**src/rtl/bytebus_sequencer.sv**
```systemverilog
module bytebus_sequencer #(
  parameter int DEPTH     = 16,
  parameter int TICK_MULT = 10,
  parameter int AW        = 7,
  parameter int TSW       = 8,
  localparam int CW = $clog2(DEPTH + 1),
  localparam int PW = $clog2(DEPTH)
) (
  input  logic           clk,
  input  logic           rst_n,
  input  logic           ctrl_we,
  input  logic [12:0]    ctrl_wdata,
  input  logic           addr_we,
  input  logic [AW-1:0]  addr_wdata,
  input  logic           tsize_we,
  input  logic [TSW-1:0] tsize_wdata,
  input  logic           txd_we,
  input  logic [7:0]     txd_wdata,
  input  logic           rxd_re,
  output logic [7:0]     rxd_rdata,
  input  logic           isr_clr_we,
  input  logic [4:0]     isr_clr_mask,
  output logic           bus_start,
  output logic [AW-1:0]  bus_start_addr,
  output logic           bus_start_rw,
  input  logic           bus_start_ack,
  output logic           bus_send,
  output logic [7:0]     bus_send_data,
  input  logic           bus_send_ack,
  output logic           bus_recv,
  input  logic [7:0]     bus_recv_data,
  output logic           bus_nack,
  output logic           bus_stop,
  output logic           bus_active,
  output logic           rx_valid,
  output logic           rx_ovf,
  output logic [4:0]     isr,
  output logic [CW-1:0]  fifo_count,
  output logic [TSW-1:0] tsize
);
  localparam int LOW_MARK  = 2;
  localparam int HIGH_MARK = DEPTH - 2;
  localparam int TW        = $clog2(TICK_MULT * 256 + 1);

  logic          c_rw, c_acken, c_hold, c_mon, rw_lat;
  logic [1:0]    div_a;
  logic [5:0]    div_b;
  logic [7:0]    mem [DEPTH];
  logic [PW-1:0] rd_ptr, wr_ptr, rd_n, wr_n;
  logic [TW-1:0] tick_q, period;
  logic [CW-1:0] cnt_n;
  logic [TSW-1:0] ts_n;
  logic [4:0]    isr_n;
  logic          act_n, rv_n, ro_n, idle, stop_c;

  function automatic logic [PW-1:0] inc(input logic [PW-1:0] p);
    return (p == PW'(DEPTH - 1)) ? '0 : p + PW'(1);
  endfunction

  wire full  = fifo_count == CW'(DEPTH);
  wire empty = fifo_count == '0;
  wire work  = bus_active && (c_rw ? (!c_hold || (!full && tsize != '0))
                                   : (!c_hold || !empty));
  assign period = TW'(TICK_MULT * (int'(div_a) + 1) * (int'(div_b) + 1));
  wire tick_hit = work && (tick_q >= period - TW'(1));
  wire step     = tick_hit && (c_rw == rw_lat);

  wire w_send  = step && !c_rw && !empty;
  wire w_stopq = step && !c_rw && empty;
  wire r_stopq = step && c_rw && tsize == '0;
  wire r_ovf   = step && c_rw && tsize != '0 && full && !c_hold;
  wire r_push  = step && c_rw && tsize != '0 && !full;
  wire h_push  = txd_we && !c_rw && !full;
  wire h_pop   = rxd_re && c_rw && !empty;
  wire do_clr  = ctrl_we && ctrl_wdata[4];
  wire rw_new  = ctrl_we ? ctrl_wdata[0] : c_rw;
  wire mon_new = ctrl_we ? ctrl_wdata[3] : c_mon;

  assign rxd_rdata      = mem[rd_ptr];
  assign bus_send       = w_send;
  assign bus_send_data  = mem[rd_ptr];
  assign bus_recv       = r_push || r_ovf;
  assign bus_nack       = r_ovf || (r_push && (!c_acken || tsize == TSW'(1)));
  assign bus_start      = addr_we;
  assign bus_start_addr = addr_wdata;
  assign bus_start_rw   = rw_new;
  assign bus_stop       = stop_c;

  always_comb begin
    cnt_n = fifo_count; ts_n = tsize; isr_n = isr;
    rv_n = rx_valid; ro_n = rx_ovf; act_n = bus_active;
    rd_n = rd_ptr; wr_n = wr_ptr;
    if (isr_clr_we) isr_n = isr_n & ~isr_clr_mask;
    if (w_send) begin
      rd_n  = inc(rd_ptr);
      cnt_n = cnt_n - CW'(1);
      if (!bus_send_ack) isr_n[2] = 1'b1;
      if (fifo_count == CW'(1)) isr_n[0] = 1'b1;
      if (fifo_count <= CW'(LOW_MARK + 1)) isr_n[1] = 1'b1;
      if (tsize != '0) ts_n = ts_n - TSW'(1);
    end
    if (r_ovf) begin
      isr_n[3] = 1'b1;
      ro_n     = 1'b1;
    end
    if (r_push) begin
      wr_n  = inc(wr_ptr);
      cnt_n = cnt_n + CW'(1);
      rv_n  = 1'b1;
      ts_n  = ts_n - TSW'(1);
      if (fifo_count >= CW'(HIGH_MARK - 1)) isr_n[1] = 1'b1;
      if (tsize == TSW'(1)) isr_n[0] = 1'b1;
    end
    if (h_push) begin
      wr_n  = inc(wr_ptr);
      cnt_n = cnt_n + CW'(1);
      ts_n  = ts_n + TSW'(1);
    end
    if (h_pop) begin
      rd_n  = inc(rd_ptr);
      cnt_n = cnt_n - CW'(1);
      ro_n  = 1'b0;
      if (cnt_n == '0) rv_n = 1'b0;
    end
    if (tsize_we) ts_n = tsize_wdata;
    if (do_clr) begin
      rd_n = '0; wr_n = '0; cnt_n = '0; ts_n = '0;
      rv_n = 1'b0; ro_n = 1'b0;
    end
    idle   = rw_new ? (ts_n == '0) : (cnt_n == '0);
    stop_c = bus_active && (((w_stopq || r_stopq || r_ovf) && !c_hold) ||
                            (ctrl_we && !ctrl_wdata[2] && idle));
    if (stop_c) act_n = 1'b0;
    if (addr_we && bus_start_ack) begin
      if (mon_new) isr_n[4] = 1'b1;
      else         act_n    = 1'b1;
    end
  end

  always_ff @(posedge clk) begin
    if (r_push)      mem[wr_ptr] <= bus_recv_data;
    else if (h_push) mem[wr_ptr] <= txd_wdata;
  end

  always_ff @(posedge clk) begin
    if (!rst_n) begin
      {c_rw, c_acken, c_hold, c_mon, rw_lat} <= '0;
      div_a <= '0; div_b <= '0;
      rd_ptr <= '0; wr_ptr <= '0; fifo_count <= '0; tsize <= '0;
      isr <= '0; bus_active <= 1'b0; rx_valid <= 1'b0; rx_ovf <= 1'b0;
      tick_q <= '0;
    end else begin
      if (ctrl_we) begin
        c_rw   <= ctrl_wdata[0];
        c_acken <= ctrl_wdata[1];
        c_hold <= ctrl_wdata[2];
        c_mon  <= ctrl_wdata[3];
        div_a  <= ctrl_wdata[6:5];
        div_b  <= ctrl_wdata[12:7];
      end
      if (addr_we) rw_lat <= rw_new;
      rd_ptr <= rd_n; wr_ptr <= wr_n; fifo_count <= cnt_n; tsize <= ts_n;
      isr <= isr_n; bus_active <= act_n; rx_valid <= rv_n; rx_ovf <= ro_n;
      tick_q <= (!work || tick_hit) ? '0 : tick_q + TW'(1);
    end
  end
endmodule

```
**config.mk**
```make
export PLATFORM = sky130hd
export DESIGN_NAME = bytebus_sequencer
export DESIGN_NICKNAME = d
export VERILOG_FILES = /design/src/rtl/bytebus_sequencer.sv
export SDC_FILE = /design/constraint.sdc
export NUM_CORES = 1
export LEC_CHECK = 0
export CAP_MARGIN = 15
export CORE_MARGIN = 2
export CORE_UTILIZATION = 42
export CTS_BUF_LIST = sky130_fd_sc_hd__clkbuf_16
export CTS_CLUSTER_DIAMETER = 40
export CTS_CLUSTER_SIZE = 14
export DETAILED_ROUTE_END_ITERATION = 16
export HOLD_SLACK_MARGIN = 0.12
export SLEW_MARGIN = 20
export SYNTH_ARGS = -nofsm -noshare
export SYNTH_HDL_FRONTEND = slang
export SYNTH_SLANG_ARGS = --single-unit
```
**constraint.sdc**
```tcl
create_clock -name clk -period 24.9 [get_ports clk]
set_input_delay 6.225 -clock clk [delete_from_list [all_inputs] [get_ports clk]]
set_output_delay 6.225 -clock clk [all_outputs]
set_load 0.01 [all_outputs]
```
==> run metrics, run 1 <==
total standard cell area after synthesis 10270 um^2; sequential share of power 48.1%; largest net degree at the start of global routing 33; number of I/O pins 109; main combinational cell family by area after synthesis simple AND/OR/NAND/NOR gates; number of setup violations in the final report 0; proportion of power drawn by combinational gates 14.2%; number of antenna violations at the first check in global routing 0; final clock skew 0.01167 ns; number of violations of the max-capacitance limit 0; startpoint types input pin; half-perimeter wire length after placement 16390 um; proportion of layout cells with a drive suffix above 1 11.02%; cell-by-cell trace of the critical path clkdlybuf4s50_1, nand3_1, nor4_1, nand3_1, a2111oi_4, or3_1, a31o_1, or4b_1, nor3_2, o31a_1, clkdlybuf4s50_1; Net count, final 1075; mean cell area of the mapped netlist 11.68 um^2; largest stage delay on the critical path 0.59 ns; part of the total power dissipated in the clock network 37.7%; First DRT Iteration DRCs 539; sequential area share after synthesis 48.73%; width of the chip 160.4 um; transition time of the tightest slew-check pin 1.043 ns; VDD IR-drop max 42.02 uV; setup_tns 0 ns; endpoint required time on the critical path 18.67 ns; Relative slew margins 30.24%; vias in the first global route 6832; fraction of power spent switching nets 27.37%; master cell of the clock root buffer sky130_fd_sc_hd__clkbuf_16; routed via count divided by cell count 5.363; fin. max-slew vios 0; final clock period utilization by the worst path 65.22%; xor and xnor fraction of the mapped netlist area 4.434%; number of buffers created by CTS 17; Total Die Area 25720 um^2; count of hold-fix buffers inserted at cts 0; Post-synth EDFFs 128; first-pass detailed-route iteration total 5; biggest fanout along the worst timing path 15; Internal Dissipation 0.5184 mW; WS Path Type in -> out; placeable core region 24180 um^2; Site Rows 57; final weighted congestion in routability-driven placement 0.8436; critical path endpoint category primary output; via count 6897; most common cell after layout, fill and taps aside sky130_fd_sc_hd__edfxtp_1; clock transition at the registers of the reported paths 0.08 ns; final count of hold timing violations 0; Largest delay share family, worst path simple AND/OR/NAND/NOR gates; highest clock frequency the design can meet 0.06158 GHz; Initial Util 42.48%; total buffers and inverters traversed by the critical path 2; Routed WL per cell 17.75 um; leakage power total 4.265 nW; unrepaired setup endpoints after global routing no; PD cells 59.35 nW/um^2; Post-synth ARST share 0%; port bufs 94; CTS HTree Levels 4; most frequent cells in the layout 128 x sky130_fd_sc_hd__edfxtp_1, 99 x sky130_fd_sc_hd__nor2_1, 94 x sky130_fd_sc_hd__clkdlybuf4s50_1; portion of netlist area occupied by mux cells 10.79%; result of the run finished clean; TritonCTS Sinks 186; diode insertion count for antenna repair 0; CP max-delay cell sky130_fd_sc_hd__nand3_1; area share of fa/ha/maj cells after synthesis 9.624%; Longest Clk Path Bufs 2; clock insertion delay at the later pin of the skew report 0.43 ns; die height 160.4 um; Cell variety after synth 79; number of design rule violations left after detail routing 0; Antenna Violating Nets Remaining 0; final critical-path required period 16.24 ns; post-route standard cell area excluding fillers 12030 um^2; final routed wirelength across all metal layers 22830 um; count of warnings emitted by yosys 0; cell area after placement 11430 um^2; Post-CTS Setup Inserts 0; class of the tightest hold or removal check reg -> reg; Main synth FF type sky130_fd_sc_hd__edfxtp_1; Gate Count Post-Synth 879; data arrival time at the worst-slack endpoint 10.01 ns; cts repair resizes 0; TritonCTS clock tree done; first-pass GRT wire length 36450 um; simple logic cell fraction of the synthesized area 13.01%; area growth from synthesis to layout 17.08%; Overall Global Routing Usage 18.31%; register bit count reported by yosys 186; overflow left after global routing 0; net switching power 0.1953 mW; synthesized net count 1005; Synth Area in Compound Gates 8.844%
==> worst reg2reg max path, delay by kind of cell, from the launching register on <==
family | cells | cell delay (ns)
adder cells (fa/ha/maj) | 8 | 3.14
AO/OA/AOI/OAI | 13 | 2.54
AND/OR/NAND/NOR | 8 | 1.59
XOR/XNOR | 4 | 0.65
flip-flops | 1 | 0.62
buffers and inverters | 2 | 0.27
==> state kept, by name (all words and copies together), names as in the netlist, 2 cells and up, named ones only <==
register / cells
tsize: 8
wr_ptr: 4
div_a: 2
fifo_count: 5
tick_q: 12
div_b: 6
mem: 128
rd_ptr: 4
isr: 5
==> stage by stage <==
stage	util, %	power (mW)	std cells	worst slack (ns)	hold slack [ns]
after floorplan	-	0.4193	879	10.49	0.4374
after global placement	47.24	0.4509	1254	8.803	0.4496
after detailed placement	47.26	0.4523	1254	8.708	0.4605
after CTS	49.73	0.7200	1286	8.690	0.4751
after global routing	49.74	0.7441	1286	7.943	0.4917
final	49.74	0.7137	1286	8.660	0.4700
==> synth_stat cells, types with 7 or more instances <==
| library cell | count | area [um^2] |
|---|---|---|
| sky130_fd_sc_hd__edfxtp_1 | 128 | 3844 |
| sky130_fd_sc_hd__a21oi_1 | 33 | 165.2 |
| sky130_fd_sc_hd__buf_4 | 16 | 120.1 |
| sky130_fd_sc_hd__inv_1 | 59 | 221.5 |
| sky130_fd_sc_hd__clkbuf_1 | 18 | 67.56 |
| sky130_fd_sc_hd__nor3_1 | 18 | 90.09 |
| sky130_fd_sc_hd__o21ai_0 | 19 | 95.09 |
| sky130_fd_sc_hd__ha_1 | 47 | 588.1 |
| sky130_fd_sc_hd__nor2_1 | 100 | 375.4 |
| sky130_fd_sc_hd__nand2b_1 | 7 | 43.79 |
| sky130_fd_sc_hd__xnor2_1 | 36 | 315.3 |
| sky130_fd_sc_hd__a211oi_1 | 9 | 67.56 |
| sky130_fd_sc_hd__mux2i_1 | 18 | 180.2 |
| sky130_fd_sc_hd__nand2_1 | 85 | 319.1 |
| sky130_fd_sc_hd__fa_1 | 20 | 400.4 |
| sky130_fd_sc_hd__nor2b_1 | 10 | 62.56 |
| sky130_fd_sc_hd__nand3_1 | 17 | 85.08 |
| sky130_fd_sc_hd__dfxtp_1 | 58 | 1161 |
| sky130_fd_sc_hd__mux4_2 | 40 | 900.9 |
| sky130_fd_sc_hd__or3_1 | 8 | 50.05 |
| sky130_fd_sc_hd__and3_1 | 7 | 43.79 |
| sky130_fd_sc_hd__xor2_1 | 16 | 140.1 |
==> routing by layer <==
metal	wire [um]	vias up	global-route usage, %	share of wire, %
met2	10910	208	29.98	48
met1	10330	3342	24.71	45
met3	1137	32	3.280	5.0
li1	-	3315	-	-
met5	0	-	0	0
met4	458	0	6.306	2.0
==> power groups by stage <==
stage	Combinational, mW	Sequential [mW]	Clock, mW
CTS	0.102	0.343	0.274
finish	0.101	0.343	0.269
floorplan	0.0711	0.348	0
global route	0.114	0.344	0.286
detailed placement	0.102	0.350	0
global placement	0.100	0.351	0
==> cell type report <==
cell class | instances | area (um^2)
clock buffer | 17 | 425.4
clock inverter | 15 | 170.2
fill | 2202 | 12150
inverter | 61 | 229.0
multi-input combinational | 586 | 4826
sequential | 186 | 5006
tap | 324 | 405.4
timing repair buffer | 97 | 963.4
==> cells by family after synthesis <==
kind of cell,Yosys count
and+or+nand+nor,283
buffers and inverters,107
AOI/OAI and AO/OA,124
xor gates and xnor gates,52
DFF,186
muxes,60
adders and majority gates,67
==> final timing paths <==
kind,slack (ns),start,cells after the start,endpoint
setup / recovery,8.66,txd_we,11,bus_stop
hold / removal,0.47,rx_ovf,2,rx_ovf
setup reg to reg,15.97,div_a[0],35,bus_active
hold reg to reg,0.47,rx_ovf,2,rx_ovf
Power figures use the tool's default switching activity.
==> inputs of run 2 (changes only) <==
- clock period: 24.9 -> 15.82 ns (I/O delays scaled with it)
==> run 2 against run 1 <==
Against the previous run:
- clock skew up 0.0085 ns
- flip-flop and latch count unchanged
- first-iteration DRC count down 1.9%
- critical path depth up 22
- routed wire length up 0.63%
- total power up 61%
- sequential share of layout area down 0.16 points
- die area unchanged
- highest routed layer unchanged
- global-route usage up 0.50 points
- clock-buffer cell count unchanged
- sequential power up 57%
- non-clock buffer count up 2
==> run metrics, run 2 (synthesis gave the netlist of run 1 again) <==
leakage power total 4.287 nW (+0.52%); fin. max-slew vios 0 (unchanged); setup_tns 0 ns (unchanged); number of violations of the max-capacitance limit 0 (unchanged); port bufs 94 (unchanged); dominant cell type by count on the critical path sky130_fd_sc_hd__ha_1; CP max-delay cell sky130_fd_sc_hd__o21ai_0; logic depth of the worst register-to-register path 35 (unchanged); endpoint required time on the critical path 11.86 ns (-6.81 ns); half-perimeter wire length after placement 16250 um (-0.86%); setup ws final 2.267 ns (-6.393 ns); number of design rule violations left after detail routing 0 (unchanged); die height 160.4 um (unchanged); First DRT Iteration DRCs 529 (-1.9%); GRT busiest layer met2; R2R Setup Slk 7.11 ns (-8.86 ns); met1 track demand over resource 25.72% (+1.0 points); end of the worst register-to-register path bus_active; transition time of the tightest slew-check pin 1.095 ns (+0.05271 ns); cts repair resizes 0 (unchanged); TritonCTS clock tree done; width of the chip 160.4 um (unchanged); met3 layer usage reported by global route 3.512% (+0.23 points); proportion of layout cells with a drive suffix above 1 11.00% (-0.023 points); worst hold endpoint isr[3]; largest net degree at the start of global routing 33 (unchanged); number of setup violations in the final report 0 (unchanged); Net count, final 1077 (+0.19%); worst slack after detailed placement 2.724 ns (-5.984 ns); unrepaired setup endpoints after global routing no; Relative slew margins 26.71% (-3.5 points); Initial Util 42.48% (unchanged); biggest fanout along the worst timing path 14 (-1); clock insertion delay at the later pin of the skew report 0.45 ns (+0.02 ns); TritonCTS Sinks 186 (unchanged); post-route standard cell area excluding fillers 12070 um^2 (+0.40%); final routed wirelength across all metal layers 22970 um (+0.63%); master cell of the clock root buffer sky130_fd_sc_hd__clkbuf_16; flip-flop count of the largest register after layout 128 (unchanged); diode insertion count for antenna repair 0 (unchanged); final weighted congestion in routability-driven placement 0.8428 (about the same); VDD IR-drop max 58.87 uV (+40%); cell area after placement 11440 um^2 (about the same); final count of hold timing violations 0 (unchanged); WS Path Type reg -> out; Longest Clk Path Bufs 2 (unchanged); number of antenna violations at the first check in global routing 0 (unchanged); largest registers mem (128), tick_q (12), tsize (8); most common cell after layout, fill and taps aside sky130_fd_sc_hd__edfxtp_1; highest clock frequency the design can meet 0.07378 GHz; largest register by flop count mem; met2 Usage GRT 30.94% (+0.96 points); startpoint types flop; first-pass detailed-route iteration total 5 (unchanged); cell count of the worst hold path 2 (unchanged); result of the run finished clean; final clock period utilization by the worst path 85.67%; Total Die Area 25720 um^2 (unchanged); Post-CTS Setup Inserts 0 (unchanged); Antenna Violating Nets Remaining 0 (unchanged); data arrival time at the worst-slack endpoint 9.60 ns (-0.41 ns); PD cells 95.07 nW/um^2 (+60%); RR Startpoint div_a[0]; Post-Layout Cell Count 1288 (+0.16%); Cells after DPL 1256 (+0.16%); area growth from synthesis to layout 17.54%; Routed WL per cell 17.84 um (+0.47%); Site Rows 57 (unchanged); clock transition at the registers of the reported paths 0.08 ns (about the same); class of the tightest hold or removal check reg -> reg; overall power 1.148 mW (+61%); Overall Global Routing Usage 18.81% (+0.50 points); CTS HTree Levels 4 (unchanged); most frequent cells in the layout 128 x sky130_fd_sc_hd__edfxtp_1, 100 x sky130_fd_sc_hd__nor2_1, 94 x sky130_fd_sc_hd__clkdlybuf4s50_1; vias in the first global route 6921 (+1.3%); number of I/O pins 109 (unchanged); number of buffers created by CTS 17 (unchanged); overflow left after global routing 0 (unchanged); placeable core region 24180 um^2 (unchanged); routed via count divided by cell count 5.337 (-0.49%); via count 6874 (-0.33%); startpoint of the lowest-slack hold path isr[3]; first-pass GRT wire length 37490 um (+2.9%); final clock skew 0.02021 ns (+0.008537 ns); largest stage delay on the critical path 0.62 ns (+0.03 ns); count of hold-fix buffers inserted at cts 0 (unchanged); final critical-path required period 13.55 ns; critical path endpoint category primary output
run 2: worst max path at each step:
stage / to / cells past startpoint / slack (ns) / startpoint
after detailed placement: bus_stop / 38 / 2.72 / div_a[0]
after floorplan: bus_stop / 38 / 3.88 / div_a[1]
after CTS: bus_stop / 36 / 2.21 / div_a[0]
final: bus_stop / 33 / 2.27 / div_a[0]
after global routing: bus_stop / 38 / 1.50 / div_a[0]
after global placement: bus_stop / 36 / 2.86 / div_a[0]
run 2: routing by layer:
| metal | vias up | routed length (um) |
|---|---|---|
| li1 | 3324 | - |
| met2 | 221 | 10950 |
| met1 | 3308 | 10530 |
| met3 | 21 | 1213 |
| met4 | 0 | 285 |
| met5 | - | 0 |
run 2: report_power, final:
part	switching [mW]	internal [mW]
Clock	0.226	0.223
Combinational	0.0881	0.0706
Sequential	0.00880	0.531
run 2: worst max-delay path, delay by kind of cell, from the launching register on:
kind                     cells  cell delay (ns)
AND/OR/NAND/NOR             11             2.26
adder cells (fa/ha/maj)      7             2.68
AO/OA/AOI/OAI                9             2.50
flip-flops                   1             0.59
buffers and inverters        3             0.66
XOR/XNOR                     3             0.44
run 2: final cells by class:
cell class	instances	area, um^2
sequential	186	5006
fill	2186	12100
clock inverter	15	211.5
tap	324	405.4
clock buffer	17	425.4
timing repair buffer	99	978.4
inverter	61	229.0
multi-input combinational	586	4817
run 2: metrics by stage:
stage	utilization (%)	hold slack [ns]
after floorplan	-	0.4374
after global placement	47.30	0.4486
after detailed placement	47.30	0.4496
after CTS	49.94	0.4589
after global routing	49.94	0.4980
final	49.94	0.4563
